### src/rtl/lw_mem_pkg.sv
package lw_mem_pkg;

   typedef enum logic [1:0] {
      ST_IDLE   = 2'd0,
      ST_FIRST  = 2'd1,
      ST_SECOND = 2'd2,
      ST_LAST   = 2'd3
   } seq_st_e;

   localparam int unsigned LANES_PER_WORD = 2;

endpackage

### src/rtl/lw_seq_ctrl.sv
module lw_seq_ctrl
   import lw_mem_pkg::*;
(
   input  logic    clk,
   input  logic    rst_n,
   input  logic    req_valid,
   input  logic    req_long,
   output seq_st_e state_o,
   output logic    accept_o,
   output logic    issue_second_o,
   output logic    cap_low_o,
   output logic    finish_o
);

   seq_st_e state_q, state_d;
   logic    long_q;

   assign accept_o       = (state_q == ST_IDLE) && req_valid;
   assign issue_second_o = (state_q == ST_FIRST) && long_q;
   assign cap_low_o      = (state_q == ST_SECOND);
   assign finish_o       = (state_q == ST_LAST);
   assign state_o        = state_q;

   always_comb begin
      state_d = state_q;
      unique case (state_q)
         ST_IDLE:   if (req_valid) state_d = ST_FIRST;
         ST_FIRST:  state_d = long_q ? ST_SECOND : ST_LAST;
         ST_SECOND: state_d = ST_LAST;
         ST_LAST:   state_d = ST_IDLE;
         default:   state_d = ST_IDLE;
      endcase
   end

   always_ff @(posedge clk or negedge rst_n) begin
      if (!rst_n) begin
         state_q <= ST_IDLE;
         long_q  <= 1'b0;
      end else begin
         state_q <= state_d;
         if (accept_o) long_q <= req_long;
      end
   end

   // a transfer always passes through LAST exactly once, then idles
   p_last_then_idle_r8: assert property (@(posedge clk) disable iff (!rst_n)
      (state_q == ST_LAST) |=> (state_q == ST_IDLE));

   // while busy, state advances without returning to FIRST
   p_no_restart_r9: assert property (@(posedge clk) disable iff (!rst_n)
      (state_q != ST_IDLE) |=> (state_q != ST_FIRST));

endmodule

### src/rtl/lw_word_split.sv
module lw_word_split #(
   parameter int unsigned WORD_W    = 16,
   parameter int unsigned BYTE_FILL = 255,
   localparam int unsigned LANE_W   = WORD_W / 2,
   localparam int unsigned DATA_W   = 2 * WORD_W
) (
   input  logic [DATA_W-1:0] data_i,
   input  logic              long_i,
   output logic [WORD_W-1:0] first_o,
   output logic [WORD_W-1:0] second_o
);

   localparam logic [LANE_W-1:0] FILL = LANE_W'(BYTE_FILL);

   logic [WORD_W-1:0] long_first, long_second;

   // Longword lanes: even data lanes go to the first word, odd to the second.
   for (genvar i = 0; i < 2; i++) begin : g_lane
      assign long_first [i*LANE_W +: LANE_W] = data_i[(2*i)*LANE_W   +: LANE_W];
      assign long_second[i*LANE_W +: LANE_W] = data_i[(2*i+1)*LANE_W +: LANE_W];
   end

   assign first_o  = long_i ? long_first : {FILL, data_i[LANE_W-1:0]};
   assign second_o = long_second;

endmodule

### src/rtl/lw_word_merge.sv
module lw_word_merge #(
   parameter int unsigned WORD_W        = 16,
   parameter bit          BYTE_SIGN_EXT = 1'b0,
   localparam int unsigned LANE_W       = WORD_W / 2,
   localparam int unsigned DATA_W       = 2 * WORD_W
) (
   input  logic [WORD_W-1:0] first_i,
   input  logic [WORD_W-1:0] last_i,
   input  logic              long_i,
   output logic [DATA_W-1:0] data_o
);

   logic [DATA_W-1:0] long_val;
   logic [DATA_W-1:0] byte_val;

   for (genvar i = 0; i < 2; i++) begin : g_lane
      assign long_val[(2*i)*LANE_W   +: LANE_W] = first_i[i*LANE_W +: LANE_W];
      assign long_val[(2*i+1)*LANE_W +: LANE_W] = last_i [i*LANE_W +: LANE_W];
   end

   // For a byte, the single word arrives on last_i; its upper lane is dropped.
   if (BYTE_SIGN_EXT) begin : g_sext
      assign byte_val = {{(DATA_W-LANE_W){last_i[LANE_W-1]}}, last_i[LANE_W-1:0]};
   end else begin : g_zext
      assign byte_val = {{(DATA_W-LANE_W){1'b0}}, last_i[LANE_W-1:0]};
   end

   assign data_o = long_i ? long_val : byte_val;

endmodule

### src/rtl/lw_mem_seq.sv
module lw_mem_seq
   import lw_mem_pkg::*;
#(
   parameter int unsigned ADDR_W        = 32,
   parameter int unsigned WORD_W        = 16,
   parameter int unsigned BYTE_FILL     = 255,
   parameter bit          BYTE_SIGN_EXT = 1'b0,
   localparam int unsigned LANE_W       = WORD_W / 2,
   localparam int unsigned DATA_W       = 2 * WORD_W
) (
   input  logic              clk,
   input  logic              rst_n,
   input  logic              req_valid,
   input  logic              req_write,
   input  logic              req_long,
   input  logic [ADDR_W-1:0] req_addr,
   input  logic [DATA_W-1:0] req_wdata,
   output logic              rsp_ready,
   output logic [DATA_W-1:0] rsp_rdata,
   output logic              mem_en,
   output logic              mem_we,
   output logic [ADDR_W-1:0] mem_addr,
   output logic [WORD_W-1:0] mem_wdata,
   input  logic [WORD_W-1:0] mem_rdata
);

   if (WORD_W % 2 != 0 || WORD_W < 2) begin : g_bad_word
      $error("lw_mem_seq: WORD_W must be even and at least 2");
   end
   if (ADDR_W < 2) begin : g_bad_addr
      $error("lw_mem_seq: ADDR_W too small");
   end
   if (BYTE_FILL >= (1 << LANE_W)) begin : g_bad_fill
      $error("lw_mem_seq: BYTE_FILL exceeds one lane");
   end

   seq_st_e state;
   logic    accept, issue_second, cap_low, finish;

   lw_seq_ctrl u_ctrl (
      .clk           (clk),
      .rst_n         (rst_n),
      .req_valid     (req_valid),
      .req_long      (req_long),
      .state_o       (state),
      .accept_o      (accept),
      .issue_second_o(issue_second),
      .cap_low_o     (cap_low),
      .finish_o      (finish)
   );

   logic [WORD_W-1:0] split_first, split_second;

   lw_word_split #(.WORD_W(WORD_W), .BYTE_FILL(BYTE_FILL)) u_split (
      .data_i  (req_wdata),
      .long_i  (req_long),
      .first_o (split_first),
      .second_o(split_second)
   );

   logic [ADDR_W-1:0] addr_q;
   logic              write_q, long_q;
   logic [WORD_W-1:0] second_q;
   logic [WORD_W-1:0] low_q;
   logic [DATA_W-1:0] merged;

   lw_word_merge #(.WORD_W(WORD_W), .BYTE_SIGN_EXT(BYTE_SIGN_EXT)) u_merge (
      .first_i(low_q),
      .last_i (mem_rdata),
      .long_i (long_q),
      .data_o (merged)
   );

   // Request capture
   always_ff @(posedge clk or negedge rst_n) begin
      if (!rst_n) begin
         addr_q   <= '0;
         write_q  <= 1'b0;
         long_q   <= 1'b0;
         second_q <= '0;
      end else if (accept) begin
         addr_q   <= req_addr;
         write_q  <= req_write;
         long_q   <= req_long;
         second_q <= split_second;
      end
   end

   // Memory port: first word on accept, second word one cycle later
   always_ff @(posedge clk or negedge rst_n) begin
      if (!rst_n) begin
         mem_en    <= 1'b0;
         mem_we    <= 1'b0;
         mem_addr  <= '0;
         mem_wdata <= '0;
      end else if (accept) begin
         mem_en    <= 1'b1;
         mem_we    <= req_write;
         mem_addr  <= req_addr;
         mem_wdata <= split_first;
      end else if (issue_second) begin
         mem_en    <= 1'b1;
         mem_we    <= write_q;
         mem_addr  <= addr_q + ADDR_W'(1);
         mem_wdata <= second_q;
      end else begin
         mem_en    <= 1'b0;
         mem_we    <= 1'b0;
      end
   end

   // Read return and completion
   always_ff @(posedge clk or negedge rst_n) begin
      if (!rst_n) begin
         low_q     <= '0;
         rsp_ready <= 1'b0;
         rsp_rdata <= '0;
      end else begin
         if (cap_low) low_q <= mem_rdata;
         rsp_ready <= finish;
         if (finish && !write_q) rsp_rdata <= merged;
      end
   end

   // reset leaves the ports quiet
   p_reset_quiet_r1: assert property (@(posedge clk)
      !rst_n |=> (!rsp_ready && !mem_en && !mem_we));

   // byte writes carry the fill pattern in the upper lane
   p_byte_fill_r3: assert property (@(posedge clk) disable iff (!rst_n)
      (mem_en && mem_we && !long_q && state == ST_FIRST)
      |-> (mem_wdata[WORD_W-1:LANE_W] == LANE_W'(BYTE_FILL)));

   // second word address is the first plus one, modulo the address width
   p_next_addr_r7: assert property (@(posedge clk) disable iff (!rst_n)
      (state == ST_SECOND) |-> (mem_en && mem_addr == ADDR_W'($past(mem_addr) + ADDR_W'(1))));

   // ready is a single-cycle pulse
   p_ready_pulse_r8: assert property (@(posedge clk) disable iff (!rst_n)
      rsp_ready |=> !rsp_ready);

   // no memory access while the last word returns
   p_last_quiet_r9: assert property (@(posedge clk) disable iff (!rst_n)
      (state == ST_LAST) |-> !mem_en);

   // the in-flight address is held while busy
   p_hold_addr_r9: assert property (@(posedge clk) disable iff (!rst_n)
      (state != ST_IDLE && state != ST_FIRST) |-> $stable(addr_q));

endmodule

### config.mk
export PLATFORM = sky130hd
export DESIGN_NAME = lw_mem_seq
export DESIGN_NICKNAME = d
export VERILOG_FILES = /design/src/rtl/lw_mem_pkg.sv /design/src/rtl/lw_seq_ctrl.sv /design/src/rtl/lw_word_split.sv /design/src/rtl/lw_word_merge.sv /design/src/rtl/lw_mem_seq.sv
export SDC_FILE = /design/constraint.sdc
export NUM_CORES = 1
export LEC_CHECK = 0
export ABC_CLOCK_PERIOD_IN_PS = 5400
export BUFFER_PORTS_ARGS = -buffer_cell sky130_fd_sc_hd__buf_2
export CORE_MARGIN = 3
export CORE_UTILIZATION = 35
export CTS_CLUSTER_SIZE = 8
export DETAILED_ROUTE_END_ITERATION = 10
export MAX_ROUTING_LAYER = met4
export PLACE_DENSITY = 0.6
export SYNTH_ARGS = -nofsm -noshare
export SYNTH_HDL_FRONTEND = slang
export SYNTH_SLANG_ARGS = --single-unit
### constraint.sdc
create_clock -name clk -period 5.4 [get_ports clk]
set_clock_uncertainty 0.15 [all_clocks]
set_input_delay 0.81 -clock clk [delete_from_list [all_inputs] [get_ports clk]]
set_output_delay 0.81 -clock clk [all_outputs]
set_load 0.02 [all_outputs]
==> flow_metrics.py <==
metrics = {
    "synthesis": {
        "yosys-top-cells-count": "nand2_1, dfrtp_1, o21ai_0",
        "avgSynthCellArea_um2": 9.44,
        "synth_warnings": 0,
        "synthCells": 700,
        "ys_ff_latch": 151,
        "yosysMostFrequentCell": "nand2_1",
        "synth_cell_type_count": 37,
        "synth_area_leaders": "dfrtp_1, nand2_1, o21ai_0",
        "syn_nets": 791,
        "synth_top_area_cell": "dfrtp_1",
        "ys.flop_type": "dfrtp_1",
        "ys_seq_area_share_pct": 57.2,
        "syn-cell-area_um2": 6610,
        "ys_async_sr_fraction_pct": 100,
        "synth-edff-count": 0,
        "synth_top_area_share_pct": 57.2,
    },
    "timing": {
        "report.final.hold_viol_count": 0,
        "period_share_pct": 48.7,
        "relSlewSlack_pct": 31.5,
        "rsz0062_at_grt": "no",
        "worst_slew_pin_slew_ns": 1.03,
        "setup_viol": 0,
        "fin_tns_setup_ns": 0,
        "min_period_ns": 2.63,
        "maxSlewViolCount": 0,
        "fmax_ghz": 0.380,
        "fin_ws_ns": 2.77,
    },
    "worst_setup_path": {
        "path_common_cell": "nand2_1",
        "startpoint_type": "flip-flop",
        "cp.depth": 7,
        "ff2ff_path_depth": 7,
        "critPathCaptureType": "flip-flop",
        "required_ns": 5.55,
        "cp_num_buf_inv": 1,
        "r2r-start": "u_ctrl.state_o[0]",
        "cp_top_family": "simple AND/OR/NAND/NOR gates",
        "slowest_stage": "nand2_2",
        "path_class": "reg2reg",
        "max_stage_delay_ns": 0.62,
        "path_cells": "inv_1 > ha_1 > nand2_2 > nand2_1 > nor2_1 > nand2_1 > o211a_1",
        "reg2reg_to": "mem_addr[31]",
        "cp.arrival_ns": 2.78,
        "path_max_fanout": 48,
        "rrSetupSlack_ns": 2.77,
    },
    "cells_and_area": {
        "multiInputGateArea_um2": 2670,
        "drive_gt1_share_pct": 26.5,
        "area_delta_synth_final_pct": 25.2,
        "nets": 947,
        "nFillCells": 1796,
        "seqCellArea_um2": 3780,
    },
    "clock_tree": {
        "clk_pin_slew_ns": 0.06,
        "cts_sinks": 151,
        "ctsResizeCount": 0,
        "ctsHoldBuffers": 0,
        "post-cts-setup-buffer-count": 0,
        "insertion_delay_ns": 0.41,
        "clk_path_buf_depth": 2,
        "root_buffer": "clkbuf_16",
        "cts_buffers": 17,
        "ctsHtreeMaxLevel": 4,
        "cts_tree": "yes",
    },
    "floorplan": {
        "die_area_um2": 20600,
        "io_pins": 168,
        "coreArea_um2": 18300,
        "start_util_pct": 36.2,
        "die_y_um": 143,
        "rows": 49,
        "fp.dieW_um": 143,
    },
    "route": {
        "drt_iter0_drc": 237,
        "vias": 5237,
        "via_per_inst": 4.77,
        "drtPass1Iterations": 4,
        "wl_per_cell_um": 15.2,
        "wirelength_um": 16700,
        "drc": 0,
        "drt.antenna.violating_nets": 0,
    },
    "power": {
        "p_leak_nw": 4.13,
        "powerDensity_nw_per_um2": 636,
        "ir_drop_uv": 244,
        "finalPower_mw": 5.26,
    },
    "place": {
        "place_ws_ns": 2.55,
        "gp_congestion": 0.823,
        "dp_hpwl_um": 11300,
        "port_buffers": 167,
    },
    "hold_path": {
        "hold_path_class": "in2async",
    },
    "outcome": {
        "status": "finished, final reports clean",
    },
    "grt": {
        "track_usage_pct": 17.0,
        "grt_pass1_wl_um": 26800,
        "grt_overflow": 0,
        "grt_pass1_vias": 5127,
        "grt_max_degree": 68,
        "antenna_found_initial": 1,
    },
    "flow_run": {
        "drv_cap": 0,
    },
}
[final cells by class]
cell class              instances  share of cell area, %
flip-flops and latches        151                   45.7
multi-input cells             505                   32.3
repair buffers                175                   10.9
clock buffers                  20                   5.28
well taps                     229                   3.46
clock inverters                12                   2.13
inverters                       6                  0.272
diodes                          1                 0.0302
[through the flow]
step	std cells	utilization [%]	hold slack, ns	instance area (µm²)
detailed placement	1066	41.9	0.312	7660
global route	1099	45.3	0.291	8270
finish	1099	45.3	0.251	8270
CTS	1098	45.3	0.279	8270
floorplan	700	-	0.296	6610
global placement	1066	41.9	0.306	7660
[placed cells by master (no fill, tap or decap), drive strengths merged, types with 4 or more instances in the layout]
master and n:
dfrtp 151, clkinv 5, xnor2 7, ha 6, a31oi 16, o22ai 5
and3 6, nand3 13, mux2i 9, mux2 16, xor2 21, nand2 259
inv 7, buf 175, nand4 9, nor3b 8, clkbuf 20, nor2 30
o21ai 60, bufinv 4, a21oi 10, o211ai 12
[power by group]
part	switching, mW	leakage (nW)	total (mW)	internal (mW)
clock	0.462	0.294	1.24	0.774
combinational	1.25	1.97	1.96	0.719
sequential	0.377	1.86	2.06	1.68
total	2.08	4.13	5.26	3.18
[cell families (layout without fill, tap and decap cells)]
| group | Yosys count | after routing | synth area share, % |
|---|---|---|---|
| buffers and inverters | 44 | 213 | 2.52 |
| adders and majority gates | 6 | 6 | 1.14 |
| other | 0 | 1 | 0 |
| AOI/OAI and AO/OA | 109 | 109 | 9.47 |
| muxes | 25 | 25 | 4.09 |
| xor gates and xnor gates | 28 | 28 | 3.71 |
| DFF | 151 | 151 | 57.2 |
| and+or+nand+nor | 337 | 337 | 21.9 |
[state kept, by name, indices dropped and copies added, names as in the netlist]
register,count
addr_q,32
mem_addr,32
rsp_rdata,32
low_q,16
mem_wdata,16
second_q,16
u_ctrl.state_o,2
mem_en,1
mem_we,1
rsp_ready,1
u_ctrl.long_q,1
write_q,1
[how the worst max path moves through the flow]
stage              endpoint               from  slack [ns]
6_report       mem_addr[31]  u_ctrl.state_o[0]        2.77
5_1_grt        mem_addr[31]  u_ctrl.state_o[0]        2.48
4_1_cts        mem_addr[31]  u_ctrl.state_o[0]        2.70
3_5_place_dp   mem_addr[31]          req_valid        2.55
3_3_place_gp   mem_addr[31]          req_valid        2.53
2_1_floorplan    addr_q[17]          req_valid        3.38
[worst reg2reg max path: cells and delay by family (launching register included)]
| family | cells | cell delay (ns) |
|---|---|---|
| AOI/OAI and AO/OA | 1 | 0.12 |
| DFF | 1 | 0.40 |
| adders and majority gates | 1 | 0.26 |
| buffers and inverters | 1 | 0.10 |
| and+or+nand+nor | 4 | 1.50 |
[routing by layer]
metal  GRT usage [%]  wire, µm
met5               -         0
met4            4.06       161
met3            5.79      1280
met2            24.9      7370
met1            23.0      7900
(Power assumes the default switching activity.)
